===== src/rtl/bsq_pkg.sv =====
package bsq_pkg;
  typedef enum logic {
    ORD_LINEAR     = 1'b0,
    ORD_INTERLEAVE = 1'b1
  } order_e;
endpackage


===== src/rtl/bsq_start_reg.sv =====
module bsq_start_reg #(
  parameter int W = 2
) (
  input  logic         clk,
  input  logic         rst,
  input  logic         load,
  input  logic [W-1:0] addr,
  output logic [W-1:0] start_d,
  output logic [W-1:0] start_q
);
  always_comb start_d = load ? addr : start_q;

  always_ff @(posedge clk) begin
    if (rst) start_q <= '0;
    else     start_q <= start_d;
  end

  assert_start_load_R2: assert property (@(posedge clk) disable iff (rst)
    load |=> start_q == $past(addr));
  assert_start_keep_R5: assert property (@(posedge clk) disable iff (rst)
    !load |=> $stable(start_q));
endmodule


===== src/rtl/bsq_beat_ctr.sv =====
module bsq_beat_ctr #(
  parameter int W = 2
) (
  input  logic         clk,
  input  logic         rst,
  input  logic         load,
  input  logic         step,
  output logic [W-1:0] beat_d,
  output logic [W-1:0] beat_q
);
  localparam logic [W-1:0] ONE = W'(1);

  always_comb begin
    if (load)      beat_d = '0;
    else if (step) beat_d = beat_q + ONE;
    else           beat_d = beat_q;
  end

  always_ff @(posedge clk) begin
    if (rst) beat_q <= '0;
    else     beat_q <= beat_d;
  end

  assert_beat_clear_R3: assert property (@(posedge clk) disable iff (rst)
    load |=> beat_q == '0);
  assert_beat_step_R8: assert property (@(posedge clk) disable iff (rst)
    (!load && step) |=> beat_q == $past(beat_q) + ONE);
  assert_beat_hold_R5: assert property (@(posedge clk) disable iff (rst)
    (!load && !step) |=> $stable(beat_q));
endmodule


===== src/rtl/bsq_order_map.sv =====
module bsq_order_map
  import bsq_pkg::*;
#(
  parameter int W = 2
) (
  input  order_e       order,
  input  logic [W-1:0] start,
  input  logic [W-1:0] beat,
  output logic [W-1:0] ofs
);
  always_comb begin
    if (order == ORD_INTERLEAVE) ofs = start ^ beat;
    else                         ofs = start + beat;
  end
endmodule


===== src/rtl/burst_offset_seq.sv =====
module burst_offset_seq
  import bsq_pkg::*;
#(
  parameter int OFS_W = 2
) (
  input  logic             clk,
  input  logic             rst,
  input  logic             order_i,
  input  logic             strb_a_n,
  input  logic             strb_b_n,
  input  logic             adv_n,
  input  logic [OFS_W-1:0] addr_i,
  output logic [OFS_W-1:0] ofs_o,
  output logic [OFS_W-1:0] beat_o
);
  localparam logic [OFS_W-1:0] ONE = OFS_W'(1);

  logic             load, step;
  order_e           order;
  logic [OFS_W-1:0] start_d, start_q, beat_d, beat_q, ofs_d;

  assign load  = !strb_a_n || !strb_b_n;
  assign step  = !adv_n;
  assign order = order_e'(order_i);

  bsq_start_reg #(.W(OFS_W)) u_start (
    .clk(clk), .rst(rst), .load(load), .addr(addr_i),
    .start_d(start_d), .start_q(start_q));

  bsq_beat_ctr #(.W(OFS_W)) u_beat (
    .clk(clk), .rst(rst), .load(load), .step(step),
    .beat_d(beat_d), .beat_q(beat_q));

  bsq_order_map #(.W(OFS_W)) u_map (
    .order(order), .start(start_d), .beat(beat_d), .ofs(ofs_d));

  always_ff @(posedge clk) begin
    if (rst) ofs_o <= '0;
    else     ofs_o <= ofs_d;
  end

  assign beat_o = beat_q;

  assert_ofs_load_R2: assert property (@(posedge clk) disable iff (rst)
    load |=> ofs_o == $past(addr_i));
  assert_ofs_hold_R5: assert property (@(posedge clk) disable iff (rst)
    (!load && !step && $stable(order_i)) |=> $stable(ofs_o));
  assert_lin_step_R6: assert property (@(posedge clk) disable iff (rst)
    (!load && step && !order_i && $stable(order_i)) |=> ofs_o == $past(ofs_o) + ONE);
  assert_ilv_step_R7: assert property (@(posedge clk) disable iff (rst)
    (!load && step && order_i && $stable(order_i))
      |=> (ofs_o ^ $past(ofs_o)) == (beat_o ^ $past(beat_o)));
  assert_reset_R1: assert property (@(posedge clk)
    rst |=> (ofs_o == '0 && beat_o == '0));
endmodule


===== config.mk =====
export PLATFORM = sky130hd
export DESIGN_NAME = burst_offset_seq
export DESIGN_NICKNAME = d
export VERILOG_FILES = /design/src/rtl/bsq_pkg.sv /design/src/rtl/bsq_start_reg.sv /design/src/rtl/bsq_beat_ctr.sv /design/src/rtl/bsq_order_map.sv /design/src/rtl/burst_offset_seq.sv
export SDC_FILE = /design/constraint.sdc
export NUM_CORES = 1
export LEC_CHECK = 0
export BUFFER_PORTS_ARGS = -buffer_cell sky130_fd_sc_hd__buf_2
export CAP_MARGIN = 20
export CORE_AREA = 2 2 39 41
export DETAILED_ROUTE_END_ITERATION = 16
export DIE_AREA = 0 0 41 43
export PLACE_DENSITY = 0.46
export RECOVER_POWER = 25
export SYNTH_ARGS = -nofsm -noshare
export SYNTH_HDL_FRONTEND = slang
export SYNTH_HIERARCHICAL = 1
export SYNTH_SLANG_ARGS = --single-unit

===== constraint.sdc =====
create_clock -name clk -period 1.6 [get_ports clk]
set_input_delay 0.08 -clock clk [delete_from_list [all_inputs] [get_ports clk]]
set_output_delay 0.08 -clock clk [all_outputs]
set_load 0.005 [all_outputs]

==> results.toml, run 1 <==
[drt]
avgRoutedWirePerCell_um = 9.02
wl_um = 496
ant_nets = 0
vias = 214
drcViolationCount = 0
first_pass_iters = 1
viasPerCell = 3.89
drtIter0Drc = 0

[die]
coreArea_um2 = 1380
pin_count = 12
rows = 14
fp.dieW_um = 41
die_h_um = 43
initial_core_util_pct = 19.9
dieArea_um2 = 1760

[logic_synthesis]
syn_area_um2 = 275
ys_seq_area_share_pct = 43.6
synth_top_area_share_pct = 43.6
yosys_warnings = 6
synth_top_family_by_area = "simple AND/OR/NAND/NOR gates"
synth_top_cell_by_area = "dfxtp_1"
synth_xor_area_share_pct = 9.55
synth.area.mux_share_pct = 9.55
synth_fa_ha_area_share_pct = 4.55
synthFlopType = "dfxtp_1"
avgSynthCellArea_um2 = 11.0
synth-compound-area-share_pct = 10.0
synthArstFlopShare_pct = 0
yosysMostFrequentCell = "dfxtp_1"
synth.distinct_cells = 15
synth_simple_gate_area_share_pct = 21.4
synthTopCellsByArea = "dfxtp_1 44%, xnor2_1 9.5%, nor2b_1 9.1%, mux2_4 5.5%, nor2b_4 5.0%"
ys_ff_latch = 6
synth_cells = 25
synth_nets = 34
synth_common_cells = "6 x dfxtp_1, 4 x nor2b_1, 3 x xnor2_1"
synth-edff-count = 0

[cts]
cts-htree-levels = 1
clk_pin_slew_ps = 50
cts_buffers = 3
cts.sinks = 6
cts-root-buf = "clkbuf_4"
cts_tree = "yes"
clk_latency_ps = 250
postCtsSetupBuffers = 0
cts_max_path_buffers = 2
ctsHoldBuffers = 0
cts_resized = 0

[flow_run]
cap_violations = 0

[sta]
setup-violations-final = 0
fmax_mhz = 772
max-slew-margin-rel_pct = 84.9
fin_skew_ps = 2.17
fin_crit_sh_pct = 80.9
hold_slack_ps = 102
min_period_ps = 1290
slew_viol_final = 0
report.final.hold_viol_count = 0
worstMarginPinSlew_ps = 225
rsz0062_at_grt = "false"
setup-tns-final_ps = 0

[grt]
grt_max_degree = 7
overflow = 0
grt_pass1_vias = 216
antenna_found_initial = 0
grt.total_usage_pct = 8.13
grt_first_pass_wirelength_um = 855

[finish]
drive_above_1_share_pct = 46.2
fin_cells = 55
nNetsFinal = 50
syn_to_final_growth_pct = 35.5
diodes = 0
design_area_um2 = 373

[power]
pwr-share-comb_pct = 13.2
switchingPower_uw = 79.3
power_uw = 349
pwr-share-seq_pct = 46.0
p_int_uw = 270
pwr-share-clk_pct = 40.8
powerDensity_nw_per_um2 = 936
leakage_uw = 0.000170
irDropWorstVdd_v = 0.000427
switching_share_pct = 22.7

[critical_path]
crit_path_cell_trace = "xnor2_1 > nor2_1 > ha_1 > nor2b_1 > xnor2_1 > nor2b_1"
critPathSlowestCell = "dfxtp_1"
end_kind = "flop"
start_kind = "flop"
cp_max_fo = 4
crit_type = "reg2reg"
cp.arrival_ps = 1430
cpPeakStageDelay_ps = 330
crit_required_ps = 1730

[place]
dpl.hpwl_um = 379
place_congestion = 0.635
place_area_um2 = 350
place_inst = 52
numPortBuffers = 11

[worst_hold_path]
hp-class = "in2reg"

[outcome]
status = "finished, final reports clean"
## final cells by class
cell class,instances,area (um^2)
fill,150,1010
multi-input combinational,18,151
sequential,6,120
timing repair buffer,11,55.1
clock buffer,3,22.5
tap,16,20.0
inverter,1,3.75
## per-layer routing
metal	GRT usage [%]	wire [um]	vias up
li1	-	-	113
met1	8.68	207	90
met2	10.0	221	11
met3	6.81	66	0
met4	6.00	0	0
met5	0	0	-
## sequential cells by signal (all words and copies together), names as in the netlist
| name | count |
|---|---|
| ofs_o | 2 |
| u_beat/beat_q | 2 |
| u_start/start_q | 2 |
## final timing paths
path / start / end / slack (ps) / depth (start not counted)
worst max-delay path: u_beat/beat_q[0] / ofs_o[1] / 310 / 6
worst min-delay path: rst / u_start/start_q[1] / 100 / 2
worst min register to register: u_beat/beat_q[0] / u_beat/beat_q[1] / 590 / 2
worst max register to register: u_beat/beat_q[0] / ofs_o[1] / 310 / 6
## cells in the final DEF (no fill, tap or decap), drive strengths merged
cell type  instances
nor2               1
nand3b             1
xnor2              3
a211oi             1
dfxtp              6
mux2               2
nor2b              5
inv                1
nor3               1
ha                 1
nand2              1
buf               11
a21bo              1
a21oi              1
clkbuf             3
## stage by stage
step,setup WS (ps),utilization (%)
after CTS,309,26.9
final,305,26.9
after global placement,214,25.3
after global routing,205,26.9
after detailed placement,210,25.3
after floorplan,397,-
## worst max-delay path: cells and delay by family, from the launching register on
family | cells | cell delay [ps]
and+or+nand+nor | 3 | 320
xor gates and xnor gates | 2 | 350
adders and majority gates | 1 | 180
DFF | 1 | 330
## power by group through the flow
stage               combinational (uW)  sequential, uW  clock, uW
floorplan                         26.5             164          0
global placement                  46.5             163          0
detailed placement                46.4             163          0
CTS                               46.8             161        151
global route                      50.8             161        163
finish                            46.0             161        142
## logic make-up (layout without fill, tap and decap cells)
group | Yosys count | after routing
mux | 2 | 2
fa+ha+maj | 1 | 1
compound gates | 3 | 3
buf+inv | 1 | 15
xor+xnor | 3 | 3
flops | 6 | 6
simple gates | 9 | 9
Power figures use the tool's default switching activity.
==> run 2: changes to the inputs <==
PLACE_DENSITY = 0.48   (was 0.46)
clock period = 1.1 ns   (was 1.6 ns; I/O delays follow)
==> results.toml, run 2 (synthesis results as in run 1) <==
[outcome]
status = "finished with violations"
violations = "negative setup slack"

[power]
irDropWorstVdd_v = 0.000429
switchingPower_uw = 119
pwr-share-clk_pct = 38.2
power_uw = 522
pwr-share-comb_pct = 17.3
pwr-share-seq_pct = 44.6
switching_share_pct = 22.9
leakage_uw = 0.000190
p_int_uw = 403
powerDensity_nw_per_um2 = 1140

[sta]
min_period_ps = 1190
fmax_mhz = 842
fin_skew_ps = 2.93
rsz0062_at_grt = "true"
setup-violations-final = 1
slew_viol_final = 0
worst_slack_ps = -87.3
report.final.hold_viol_count = 0
fin_crit_sh_pct = 108
max-slew-margin-rel_pct = 86.2
worstMarginPinSlew_ps = 207

[cts]
cts-root-buf = "clkbuf_4"
cts-htree-levels = 1
clk_pin_slew_ps = 50
cts_tree = "yes"
cts_max_path_buffers = 2
clk_latency_ps = 240
cts.sinks = 6
ctsHoldBuffers = 0
cts_buffers = 3

[drt]
wl_um = 561
ant_nets = 0
drtIter0Drc = 3
first_pass_iters = 2
dr_wl_met3_um = 42
viasPerCell = 3.98
dr.max_layer_used = "met3"
wl_met1_um = 228
drcViolationCount = 0
met2_length_um = 291
avgRoutedWirePerCell_um = 9.67
vias = 231

[finish]
reg.largest.list = "ofs_o: 2 flops, u_beat/beat_q: 2 flops, u_start/start_q: 2 flops"
nNetsFinal = 53
final_cell_mix = "10 x buf_2, 4 x dfxtp_1, 3 x nor2b_1, 3 x clkbuf_4, 3 x buf_4"
diodes = 0
final_common_cell = "buf_2"
drive_above_1_share_pct = 69.0
syn_to_final_growth_pct = 66.8
fin_cells = 58

[grt]
antenna_found_initial = 0
grt_pass1_vias = 213
grt.total_usage_pct = 8.03
overflow = 0
grt_max_degree = 7
grt_first_pass_wirelength_um = 834

[place]
place_congestion = 0.699
place_inst = 54
dp_slack_ps = -75.1
dpl.hpwl_um = 422
numPortBuffers = 11

[die]
initial_core_util_pct = 19.9
rows = 14
pin_count = 12
coreArea_um2 = 1380
dieArea_um2 = 1760
fp.dieW_um = 41
die_h_um = 43

[critical_path]
crit_path_start = "u_beat/beat_q[0]"
crit_required_ps = 1280
r2r-start = "u_beat/beat_q[0]"
crit_type = "reg2reg"
cp.arrival_ps = 1370
cp_max_fo = 4
start_kind = "flop"
end_kind = "flop"

[worst_hold_path]
hp-class = "in2reg"
hp-start = "rst"

[flow_run]
cap_violations = 0
-- run 2: area by class of cell --
cell class / count / area [um^2]
well taps: 16 / 20.0
inverters: 1 / 3.75
repair buffers: 14 / 76.3
fillers: 149 / 925
clock buffers: 3 / 22.5
flip-flops and latches: 6 / 125
multi-input cells: 18 / 211
-- run 2: per-layer routing --
metal  global-route usage, %  vias up
met3                    6.28        0
met4                    6.00        0
li1                        -      120
met2                    10.3        6
met5                       0        -
met1                    8.36      105
-- run 2: power by group through the flow --
stage	logic [uW]	registers (uW)	clock network [uW]
floorplan	47.1	239	0
global placement	80.4	238	0
detailed placement	82.0	238	0
CTS	82.5	234	214
global route	98.0	234	231
finish	90.1	233	199
-- run 2: final timing paths --
| kind | to | slack, ps | cells past startpoint |
|---|---|---|---|
| hold reg to reg | u_beat/beat_q[0] | 580 | 2 |
| setup reg to reg | ofs_o[1] | -90 | 5 |
| setup / recovery | ofs_o[1] | -90 | 5 |
| hold / removal | u_beat/beat_q[1] | 80 | 2 |
-- run 2: critical path: stages (launching register included) --
cell and delay (ps):
dfxtp_4 360, a21bo_1 200, a21oi_2 190, xnor2_2 140, xnor2_1 120, nor2b_1 120
-- run 2: what timing repair did --
item                                   in CTS  in global routing
setup buffers                               0                  1
pin swaps                                   0                  2
resized for setup                           0                  5
endpoints found under the hold margin       0                  0
setup endpoints to repair                   1                  2
-- run 2: through the flow --
stage	cell area [um^2]	setup TNS [ps]	util, %	hold slack, ps
2_1_floorplan	313	-37.3	-	119
3_3_place_gp	403	-73.7	29.1	326
3_5_place_dp	403	-75.1	29.1	342
4_1_cts	425	-85.7	30.7	80.9
5_1_grt	459	-125	33.2	79.3
6_report	459	-87.3	33.2	78.3
==> run 3: changes to the inputs <==
MAX_ROUTING_LAYER = met4   (was not set)
==> results.toml, run 3 (synthesis results as in run 1) <==
[drt]
avgRoutedWirePerCell_um = 9.67
vias = 231
viasPerCell = 3.98
wl_um = 561
ant_nets = 0
drtIter0Drc = 3
first_pass_iters = 2
drcViolationCount = 0

[finish]
design_area_um2 = 459
final_cell_mix = "10 x buf_2, 4 x dfxtp_1, 3 x nor2b_1, 3 x clkbuf_4, 3 x buf_4"
syn_to_final_growth_pct = 66.8
drive_above_1_share_pct = 69.0
nNetsFinal = 53
fill_cells = 149
reg.largest.list = "ofs_o: 2 flops, u_beat/beat_q: 2 flops, u_start/start_q: 2 flops"
diodes = 0
final_common_cell = "buf_2"

[power]
irDropWorstVdd_v = 0.000429
leakage_uw = 0.000190
powerDensity_nw_per_um2 = 1140

[die]
pin_count = 12
coreArea_um2 = 1380
fp.dieW_um = 41
initial_core_util_pct = 19.9
die_h_um = 43
dieArea_um2 = 1760
rows = 14

[outcome]
violations = "negative setup slack"
status = "finished with violations"

[grt]
antenna_found_initial = 0
grt.total_usage_pct = 8.23
grt_pass1_vias = 208
grt_first_pass_wirelength_um = 834
grt_max_degree = 7
overflow = 0

[critical_path]
crit_type = "reg2reg"
cp.arrival_ps = 1370
crit_path_cell_trace = "a21bo_1 > a21oi_2 > xnor2_2 > xnor2_1 > nor2b_1"
cpPeakStageDelay_ps = 360
critPathSlowestCell = "dfxtp_4"
cp_max_fo = 4
end_kind = "flop"
start_kind = "flop"
crit_required_ps = 1280
r2r_slack_ps = -90

[place]
numPortBuffers = 11
dp_slack_ps = -75.1
dpl.hpwl_um = 422
place_area_um2 = 403
place_congestion = 0.706

[sta]
rsz0062_at_grt = "true"
worst_slack_ps = -87.3
worstMarginPinSlew_ps = 207
fin_crit_sh_pct = 108
slew_viol_final = 0
setup-violations-final = 1
min_period_ps = 1190
fin_skew_ps = 2.93
report.final.hold_viol_count = 0
fmax_mhz = 842
max-slew-margin-rel_pct = 86.2

[cts]
cts_buffers = 3
clk_latency_ps = 240
ctsHoldBuffers = 0
cts.sinks = 6
cts-htree-levels = 1
cts_max_path_buffers = 2
clk_pin_slew_ps = 50
cts-root-buf = "clkbuf_4"
cts_tree = "yes"

[flow_run]
cap_violations = 0

[worst_hold_path]
hp-class = "in2reg"
## run 3: cell counts in the layout (fill, tap and decap cells not counted)
No cell type changed its count.
## run 3: critical path, delay by kind of cell (launching register included)
| kind | cells | cell delay, ps |
|---|---|---|
| AO/OA/AOI/OAI | 2 | 390 |
| flip-flops | 1 | 360 |
| XOR/XNOR | 2 | 260 |
| AND/OR/NAND/NOR | 1 | 120 |
## run 3: worst paths after layout
kind / start / end / cells after the start
hold / removal: rst / u_beat/beat_q[1] / 2
hold reg to reg: u_beat/beat_q[0] / u_beat/beat_q[0] / 2
setup reg to reg: u_beat/beat_q[0] / ofs_o[1] / 5
setup / recovery: u_beat/beat_q[0] / ofs_o[1] / 5
## run 3: where the power goes
group,total (uW),internal [uW],switching (uW)
registers,233,229,4.22
clock network,199,123,76.1
logic,90.1,51.0,39.1
total,522,403,119
## run 3: what timing repair did
item                                    4_1_cts  5_1_grt
setup buffers                                 0        1
gates cloned                                  0        0
resized for setup                             0        5
endpoints found under the setup margin        1        2
pin swaps                                     0        2
## run 3: stage by stage
step                TNS (ps)  utilization (%)  total power [uW]  hold WS, ps  cells
floorplan              -37.3                -               286          119     25
global placement       -73.7             29.1               318          326     54
detailed placement     -75.1             29.1               320          342     54
CTS                    -85.7             30.7               530         80.9     57
global route            -125             33.2               564         79.3     58
finish                 -87.3             33.2               522         78.3     58
## run 3: cell type report
cell class / instances / area [um^2] / share of cell area [%]
multi-input combinational: 18 / 211 / 46.0
sequential: 6 / 125 / 27.2
timing repair buffer: 14 / 76.3 / 16.6
clock buffer: 3 / 22.5 / 4.90
tap: 16 / 20.0 / 4.36
inverter: 1 / 3.75 / 0.817
## run 3: per-layer routing
metal	share of wire, %	track usage, %
met1	41	8.36
met2	51	10.3
met3	7.3	6.28
met4	0	6.00
met5	0	-
